**src/rtl/rng_pkg.sv**
```systemverilog
// Package: shared offsets and the control word layout of the ring-sampled
// random number controller. Assumes a byte-addressed, word-aligned register map.
package rng_pkg;
    localparam int unsigned CTRL_OFS  = 32'h400;
    localparam int unsigned PER_OFS   = 32'h404;
    localparam int unsigned WORD_BASE = 32'h410;
    localparam int unsigned OSC_W     = 2;
    localparam int unsigned NOSC      = 1 << OSC_W;
    localparam int unsigned DATA_W    = 32;
    localparam int unsigned CTRL_W    = 6;
    localparam int unsigned MASK_LSB  = 16;

    // Control word bits [5:0]: len[5:4], osc[3:2], en[1], start[0]
    typedef struct packed {
        logic [1:0]       len;
        logic [OSC_W-1:0] osc;
        logic             en;
        logic             start;
    } ctrl_t;
endpackage

```
**src/rtl/rng_ctrl_regs.sv**
```systemverilog
// Control and period registers. Applies write-masked control updates,
// gates start with enable and self-clears start when the sampler is done.
// Assumes that done_i is a single-cycle pulse from the sampler.
module rng_ctrl_regs
    import rng_pkg::*;
#(
    parameter int PER_W = 16
) (
    input  logic              clk,
    input  logic              rst_n,
    input  logic              wr_ctrl_i,
    input  logic              wr_per_i,
    input  logic [CTRL_W-1:0] data_i,
    input  logic [CTRL_W-1:0] mask_i,
    input  logic [PER_W-1:0]  per_data_i,
    input  logic              done_i,
    output ctrl_t             ctrl_o,
    output logic [PER_W-1:0]  per_o,
    output logic              restart_o
);
    ctrl_t ctrl_q;
    ctrl_t merged;
    ctrl_t ctrl_d;
    logic [PER_W-1:0] per_q;

    // Merge the masked write data and force start low without enable
    always_comb begin
        merged = ctrl_t'((ctrl_q & ~mask_i) | (data_i & mask_i));
        merged.start = merged.start & merged.en;
        restart_o = wr_ctrl_i && mask_i[0] && data_i[0] && merged.en;
        ctrl_d = ctrl_q;
        if (wr_ctrl_i) begin
            ctrl_d = merged;
        end
        if (done_i && !restart_o) begin
            ctrl_d.start = 1'b0;
        end
    end

    // Control register state
    always_ff @(posedge clk) begin
        if (!rst_n) begin
            ctrl_q <= '0;
        end else begin
            ctrl_q <= ctrl_d;
        end
    end

    // Sample period register
    always_ff @(posedge clk) begin
        if (!rst_n) begin
            per_q <= '0;
        end else if (wr_per_i) begin
            per_q <= per_data_i;
        end
    end

    assign ctrl_o = ctrl_q;
    assign per_o  = per_q;

    // a start request with enable low afterwards leaves start low
    assert_start_gated_R3: assert property (@(posedge clk) disable iff (!rst_n)
        (wr_ctrl_i && !ctrl_q.en && !(mask_i[1] && data_i[1])) |=> !ctrl_q.start);

    // clearing enable through a masked write idles the unit
    assert_halt_idles_R9: assert property (@(posedge clk) disable iff (!rst_n)
        (wr_ctrl_i && mask_i[1] && !data_i[1]) |=> (!ctrl_q.start && !ctrl_q.en));
endmodule

```
**src/rtl/rng_sampler.sv**
```systemverilog
// Sampling counter and word assembler. While busy, takes one entropy bit
// per period from the selected source, packs bits LSB first and issues a
// word write every 32 samples; pulses done with the last requested word.
// Assumes busy_i is the start bit and restart_i marks an accepted start.
module rng_sampler
    import rng_pkg::*;
#(
    parameter int PER_W  = 16,
    parameter int NWORDS = 8
) (
    input  logic              clk,
    input  logic              rst_n,
    input  logic              busy_i,
    input  logic              restart_i,
    input  logic [OSC_W-1:0]  osc_i,
    input  logic [1:0]        len_i,
    input  logic [PER_W-1:0]  per_i,
    input  logic [NOSC-1:0]   entropy_i,
    output logic              wr_o,
    output logic [$clog2(NWORDS)-1:0] wr_idx_o,
    output logic [DATA_W-1:0] wr_data_o,
    output logic              done_o
);
    localparam int IDX_W = $clog2(NWORDS);
    localparam int BIT_W = $clog2(DATA_W);

    logic [PER_W-1:0]  cnt_q;
    logic [PER_W-1:0]  per_eff;
    logic [BIT_W-1:0]  bit_q;
    logic [IDX_W-1:0]  word_q;
    logic [DATA_W-1:0] asm_q;
    logic [IDX_W-1:0]  last_idx;
    logic              fire;
    logic              samp;

    // Effective period, last word index and sample strobe
    always_comb begin
        per_eff  = (per_i == '0) ? PER_W'(1) : per_i;
        last_idx = IDX_W'({len_i, 1'b1});
        fire     = busy_i && !restart_i && (cnt_q >= per_eff - PER_W'(1));
        samp     = entropy_i[osc_i];
    end

    // Period counter
    always_ff @(posedge clk) begin
        if (!rst_n || restart_i || !busy_i) begin
            cnt_q <= '0;
        end else if (fire) begin
            cnt_q <= '0;
        end else begin
            cnt_q <= cnt_q + PER_W'(1);
        end
    end

    // Bit and word position, plus assembly register
    always_ff @(posedge clk) begin
        if (!rst_n || restart_i || !busy_i) begin
            bit_q  <= '0;
            word_q <= '0;
            asm_q  <= '0;
        end else if (fire) begin
            asm_q[bit_q] <= samp;
            bit_q        <= bit_q + BIT_W'(1);
            if (bit_q == BIT_W'(DATA_W - 1)) begin
                word_q <= word_q + IDX_W'(1);
            end
        end
    end

    assign wr_o      = fire && (bit_q == BIT_W'(DATA_W - 1));
    assign wr_idx_o  = word_q;
    assign wr_data_o = {samp, asm_q[DATA_W-2:0]};
    assign done_o    = wr_o && (word_q == last_idx);

    // word writes stay inside the requested length
    assert_word_in_range_R6: assert property (@(posedge clk) disable iff (!rst_n)
        wr_o |-> (wr_idx_o <= last_idx));

    // the final word drops the busy flag on the next cycle
    assert_done_clears_R7: assert property (@(posedge clk) disable iff (!rst_n)
        done_o |=> !busy_i);
endmodule

```
**src/rtl/rng_word_bank.sv**
```systemverilog
// Result word storage: one 32-bit register per word, written by index,
// read combinationally. Assumes at most one write per cycle.
module rng_word_bank
    import rng_pkg::*;
#(
    parameter int NWORDS = 8
) (
    input  logic              clk,
    input  logic              rst_n,
    input  logic              wr_i,
    input  logic [$clog2(NWORDS)-1:0] wr_idx_i,
    input  logic [DATA_W-1:0] wr_data_i,
    input  logic [$clog2(NWORDS)-1:0] rd_idx_i,
    output logic [DATA_W-1:0] rd_data_o
);
    localparam int IDX_W = $clog2(NWORDS);

    logic [DATA_W-1:0] mem_q [NWORDS];

    for (genvar i = 0; i < NWORDS; i++) begin : g_word
        // Word register i
        always_ff @(posedge clk) begin
            if (!rst_n) begin
                mem_q[i] <= '0;
            end else if (wr_i && (wr_idx_i == IDX_W'(i))) begin
                mem_q[i] <= wr_data_i;
            end
        end

        // a word not addressed by a write keeps its contents
        assert_word_kept_R8: assert property (@(posedge clk) disable iff (!rst_n)
            !(wr_i && (wr_idx_i == IDX_W'(i))) |=> $stable(mem_q[i]));
    end

    assign rd_data_o = mem_q[rd_idx_i];
endmodule

```
**src/rtl/rng_ring_ctrl.sv**
```systemverilog
// Top of the ring-sampled random number controller: address decode,
// read mux, control registers, sampler and result bank.
// Assumes word-aligned accesses; unmapped reads return zero.
module rng_ring_ctrl
    import rng_pkg::*;
#(
    parameter int NWORDS = 8,
    parameter int PER_W  = 16,
    parameter int ADDR_W = 12
) (
    input  logic              clk,
    input  logic              rst_n,
    input  logic              bus_wr,
    input  logic [ADDR_W-1:0] bus_addr,
    input  logic [31:0]       bus_wdata,
    output logic [31:0]       bus_rdata,
    input  logic [NOSC-1:0]   entropy_in
);
    localparam int IDX_W = $clog2(NWORDS);

    logic              sel_ctrl;
    logic              sel_per;
    logic              sel_word;
    logic [ADDR_W-1:0] woff;
    ctrl_t             ctrl;
    logic [PER_W-1:0]  per;
    logic              restart;
    logic              wr_w;
    logic [IDX_W-1:0]  wr_idx;
    logic [DATA_W-1:0] wr_data;
    logic              done;
    logic [DATA_W-1:0] word_rd;
    logic              unused_wdata;

    // Address decode
    always_comb begin
        woff     = bus_addr - ADDR_W'(WORD_BASE);
        sel_ctrl = (bus_addr == ADDR_W'(CTRL_OFS));
        sel_per  = (bus_addr == ADDR_W'(PER_OFS));
        sel_word = (bus_addr >= ADDR_W'(WORD_BASE)) &&
                   (woff < ADDR_W'(4 * NWORDS)) && (woff[1:0] == 2'b00);
    end

    assign unused_wdata = ^bus_wdata[31:MASK_LSB+CTRL_W];

    rng_ctrl_regs #(.PER_W(PER_W)) u_regs (
        .clk        (clk),
        .rst_n      (rst_n),
        .wr_ctrl_i  (bus_wr && sel_ctrl),
        .wr_per_i   (bus_wr && sel_per),
        .data_i     (bus_wdata[CTRL_W-1:0]),
        .mask_i     (bus_wdata[MASK_LSB+CTRL_W-1:MASK_LSB]),
        .per_data_i (bus_wdata[PER_W-1:0]),
        .done_i     (done),
        .ctrl_o     (ctrl),
        .per_o      (per),
        .restart_o  (restart)
    );

    rng_sampler #(.PER_W(PER_W), .NWORDS(NWORDS)) u_samp (
        .clk       (clk),
        .rst_n     (rst_n),
        .busy_i    (ctrl.start),
        .restart_i (restart),
        .osc_i     (ctrl.osc),
        .len_i     (ctrl.len),
        .per_i     (per),
        .entropy_i (entropy_in),
        .wr_o      (wr_w),
        .wr_idx_o  (wr_idx),
        .wr_data_o (wr_data),
        .done_o    (done)
    );

    rng_word_bank #(.NWORDS(NWORDS)) u_bank (
        .clk       (clk),
        .rst_n     (rst_n),
        .wr_i      (wr_w),
        .wr_idx_i  (wr_idx),
        .wr_data_i (wr_data),
        .rd_idx_i  (woff[IDX_W+1:2]),
        .rd_data_o (word_rd)
    );

    // Read mux
    always_comb begin
        bus_rdata = '0;
        if (sel_ctrl) begin
            bus_rdata = 32'(ctrl);
        end else if (sel_per) begin
            bus_rdata = 32'(per);
        end else if (sel_word) begin
            bus_rdata = word_rd;
        end
    end

    // unmapped offsets read zero
    assert_unmapped_zero_R10: assert property (@(posedge clk) disable iff (!rst_n)
        (!sel_ctrl && !sel_per && !sel_word) |-> (bus_rdata == 32'h0));
endmodule

```
**config.mk**
```make
export PLATFORM = sky130hd
export DESIGN_NAME = rng_ring_ctrl
export DESIGN_NICKNAME = d
export VERILOG_FILES = /design/src/rtl/rng_pkg.sv /design/src/rtl/rng_ctrl_regs.sv /design/src/rtl/rng_sampler.sv /design/src/rtl/rng_word_bank.sv /design/src/rtl/rng_ring_ctrl.sv
export SDC_FILE = /design/constraint.sdc
export NUM_CORES = 1
export LEC_CHECK = 0
export BUFFER_PORTS_ARGS = -buffer_cell sky130_fd_sc_hd__buf_2
export CAP_MARGIN = 25
export CORE_MARGIN = 1
export CORE_UTILIZATION = 56
export DETAILED_ROUTE_END_ITERATION = 10
export PLACE_DENSITY_LB_ADDON = 0.3
export RECOVER_POWER = 100
export SETUP_SLACK_MARGIN = 0.4
export SLEW_MARGIN = 20
export SYNTH_ARGS = -nofsm -noshare
export SYNTH_HDL_FRONTEND = slang
export SYNTH_SLANG_ARGS = --single-unit
```
**constraint.sdc**
```tcl
create_clock -name clk -period 6.1 [get_ports clk]
set_clock_uncertainty 0.15 [all_clocks]
set_input_delay 0.305 -clock clk [delete_from_list [all_inputs] [get_ports clk]]
set_output_delay 0.305 -clock clk [all_outputs]
set_load 0.02 [all_outputs]
```
==> flow_metrics.env <==
export IMPL_critPathLaunchType="input port"
export IMPL_die_y_um=169.8
export IMPL_synth_distinct_cells=54
export IMPL_p_leak_nw=6.037
export IMPL_drt_drc_violations_left=0
export IMPL_path_cells="clkbuf_1, clkinv_1, clkbuf_1, and4_1, o211ai_1, clkbuf_1, o21ai_0, mux2_2, clkbuf_1"
export IMPL_cts_sinks=333
export IMPL_crit_family="buffers and inverters"
export IMPL_drtIter0Drc=876
export IMPL_cp_num_cells=9
export IMPL_gr_total_overflow=0
export IMPL_grt_max_degree=65
export IMPL_place_inst=1700
export IMPL_max_slew_margin=-0.6731
export IMPL_drive_gt1_frac=0.1493
export IMPL_tightest_slew_ps=2510
export IMPL_ir_drop_mv=0.2769
export IMPL_crit_buf_inv=5
export IMPL_synth_area_leaders="edfxtp_1, dfxtp_1, mux4_2, nor2_1, nand2_1"
export IMPL_final_hold_viol_count=0
export IMPL_synth_top_area_cell="edfxtp_1"
export IMPL_drv_slew=34
export IMPL_cts_resized=0
export IMPL_critPathMaxStageDelay_ps=1030
export IMPL_critPathSlowestCell="clkbuf_1"
export IMPL_dieArea_um2=28840
export IMPL_crit_type="input port to output pin"
export IMPL_grt_use_total=0.2709
export IMPL_numCtsBuffers=36
export IMPL_cts_tree="built"
export IMPL_worstPathRequired_ps=5640
export IMPL_crit_start="bus_addr[4]"
export IMPL_max_freq_mhz=182.6
export IMPL_violations="capacitance limit, slew limit"
export IMPL_drtPass1Iterations=5
export IMPL_initial_utilization=0.5677
export IMPL_yosysWarnings=0
export IMPL_dp_hpwl_um=21890
export IMPL_power_density_nw_per_um2=280.2
export IMPL_vias_per_cell=5.909
export IMPL_design_area_um2=17850
export IMPL_yosysTopAreaCellShare=0.4874
export IMPL_syn_nets=1395
export IMPL_die_width_um=169.8
export IMPL_grt_pass1_vias=10850
export IMPL_total_power_mw=5.001
export IMPL_gp_congestion=0.8386
export IMPL_holdPathStages=3
export IMPL_path_common_cell="clkbuf_1"
export IMPL_htree_num_levels=2
export IMPL_dpl_worst_slack_ps=834.9
export IMPL_fp_coreArea_um2=27780
export IMPL_netlist_instances=1314
export IMPL_pin_count=83
export IMPL_routed_wl_um=37660
export IMPL_rsz0062_at_grt="false"
export IMPL_nFillCells=2143
export IMPL_ff2ff_setup_slack_ps=630
export IMPL_period_needed_ps=5476
export IMPL_antenna_found_initial=0
export IMPL_post_route_period_util=0.8977
export IMPL_stdcell_count=1791
export IMPL_setup_ws_ps=623.8
export IMPL_row_count=61
export IMPL_antenna_cells=0
export IMPL_hold_slack_ps=61.49
export IMPL_hold_path_class="input port to flop"
export IMPL_portBuffers=72
export IMPL_reg2reg_depth=15
export IMPL_hp_start="bus_wr"
export IMPL_cts_root_buf="clkbuf_16"
export IMPL_syn_area_um2=15770
export IMPL_via_count=10580
export IMPL_dpl_cell_area_um2=16460
export IMPL_setup_violations=0
export IMPL_max_cap_violations=1
export IMPL_cts_buffer_depth=3
export IMPL_area_growth_pct=13.16
export IMPL_cp_end_kind="output pin"
export IMPL_antenna_left=0
export IMPL_synth_area_per_cell_um2=12.00
export IMPL_synth_seq_cells=333
export IMPL_r2r_start="u_regs.per_o[6]"
export IMPL_critPathMaxFanout=33
export IMPL_clkTransAtPathRegs_ps=60
export IMPL_post_drt_wl_per_cell_um=21.03
export IMPL_worst_ep_arrival_time_ps=5020
export IMPL_status="complete, but fails checks"
export IMPL_grt_pass1_wl_um=58880
export IMPL_yosysSeqAreaShare=0.5852
export IMPL_fin_nets=1466
export IMPL_clk_latency_ps=540
==> routing by layer <==
layer | track usage | vias up | share of wire
met2 | 0.4840 | 409 | 0.51
met1 | 0.3322 | 5226 | 0.39
met5 | 0 | - | 0
met3 | 0.03140 | 91 | 0.060
li1 | - | 4857 | -
met4 | 0.1163 | 0 | 0.035
==> final cells by class <==
type                       instances  area (µm²)  share of cell area
clock buffer                      47        1036             0.05805
clock inverter                    19       192.7             0.01080
inverter                          15       56.30            0.003155
multi-input combinational        877        6077              0.3405
sequential                       333        9229              0.5171
tap                              378       473.0             0.02650
timing repair buffer             122       783.3             0.04389
==> tightest hold or removal path, stage by stage <==
cell	delay, ps
buf_2	200
nand3_1	110
a21boi_0	60
==> power by group <==
part / switching [mW] / internal, mW
Combinational: 0.126 / 0.110
Sequential: 0.0221 / 2.52
Clock: 0.918 / 1.31
==> placed cells by master (no fill, tap or decap), types with 30 or more instances in the layout <==
master,netlist,routed
clkbuf_1,41,39
nand2_1,193,194
nor2_1,238,237
nand4_1,33,33
mux2i_1,51,51
buf_2,23,41
ha_1,30,30
mux4_2,65,65
nand3_1,34,34
and2_1,65,53
clkbuf_16,0,39
edfxtp_1,256,256
dfxtp_1,77,77
==> path summary, 6_finish.rpt <==
check / to
worst max-delay path: bus_rdata[5]
worst min-delay path: u_regs.per_o[10]
worst max register to register: u_bank.mem_q[4][16]
worst min register to register: u_samp.cnt_q[0]
==> through the flow <==
stage	TNS [ps]	util
6_report	0	0.6424
5_1_grt	0	0.6424
4_1_cts	0	0.6456
3_5_place_dp	0	0.5923
3_3_place_gp	0	0.5921
2_1_floorplan	-19400	-
==> Yosys cell counts (all sizes together) <==
library cell  count
edfxtp          256
nor2            238
nand2           194
dfxtp            77
and2             65
mux4             65
mux2i            51
buf              45
clkbuf           44
nand4            36
nand3            34
ha               30
o21ai            28
a21oi            25
a21boi           23
xnor2            18
inv              15
xor2             11
nor3              8
and3              6
mux2              5
a21o              3
a22oi             3
and4              3
nand2b            3
nor2b             3
nor3b             3
nor4              3
a211oi            2
a31oi             2
and3b             2
o211ai            2
a2111o            1
a2111oi           1
a22o              1
a32oi             1
nand3b            1
nand4b            1
nor4b             1
o31ai             1
or2               1
or4               1
or4b              1
==> sequential cells by signal, summed over array words and instances (netlist names), named ones only <==
name and count:
u_samp.asm_q 31, u_samp.bit_q 5, u_bank.mem_q 256, u_samp.wr_idx_o 3
u_regs.per_o 16, u_samp.cnt_q 16, u_regs.ctrl_o 2
==> logic make-up (layout without fill, tap and decap cells) <==
| logic type | after synthesis | in the layout | synth area share |
|---|---|---|---|
| AOI/OAI and AO/OA | 93 | 93 | 0.03816 |
| xor gates and xnor gates | 29 | 29 | 0.01610 |
| adders and majority gates | 30 | 30 | 0.02380 |
| buffers and inverters | 104 | 203 | 0.03467 |
| DFF | 333 | 333 | 0.5852 |
| muxes | 121 | 121 | 0.1288 |
| and+or+nand+nor | 604 | 604 | 0.1733 |
==> timing repair <==
| action | 4_1_cts | 5_1_grt |
|---|---|---|
| hold buffers | 25 | 0 |
| endpoints found under the hold margin | 21 | 0 |
| buffers inserted | 0 | 0 |
No activity file was read; power rests on OpenSTA's default activity.
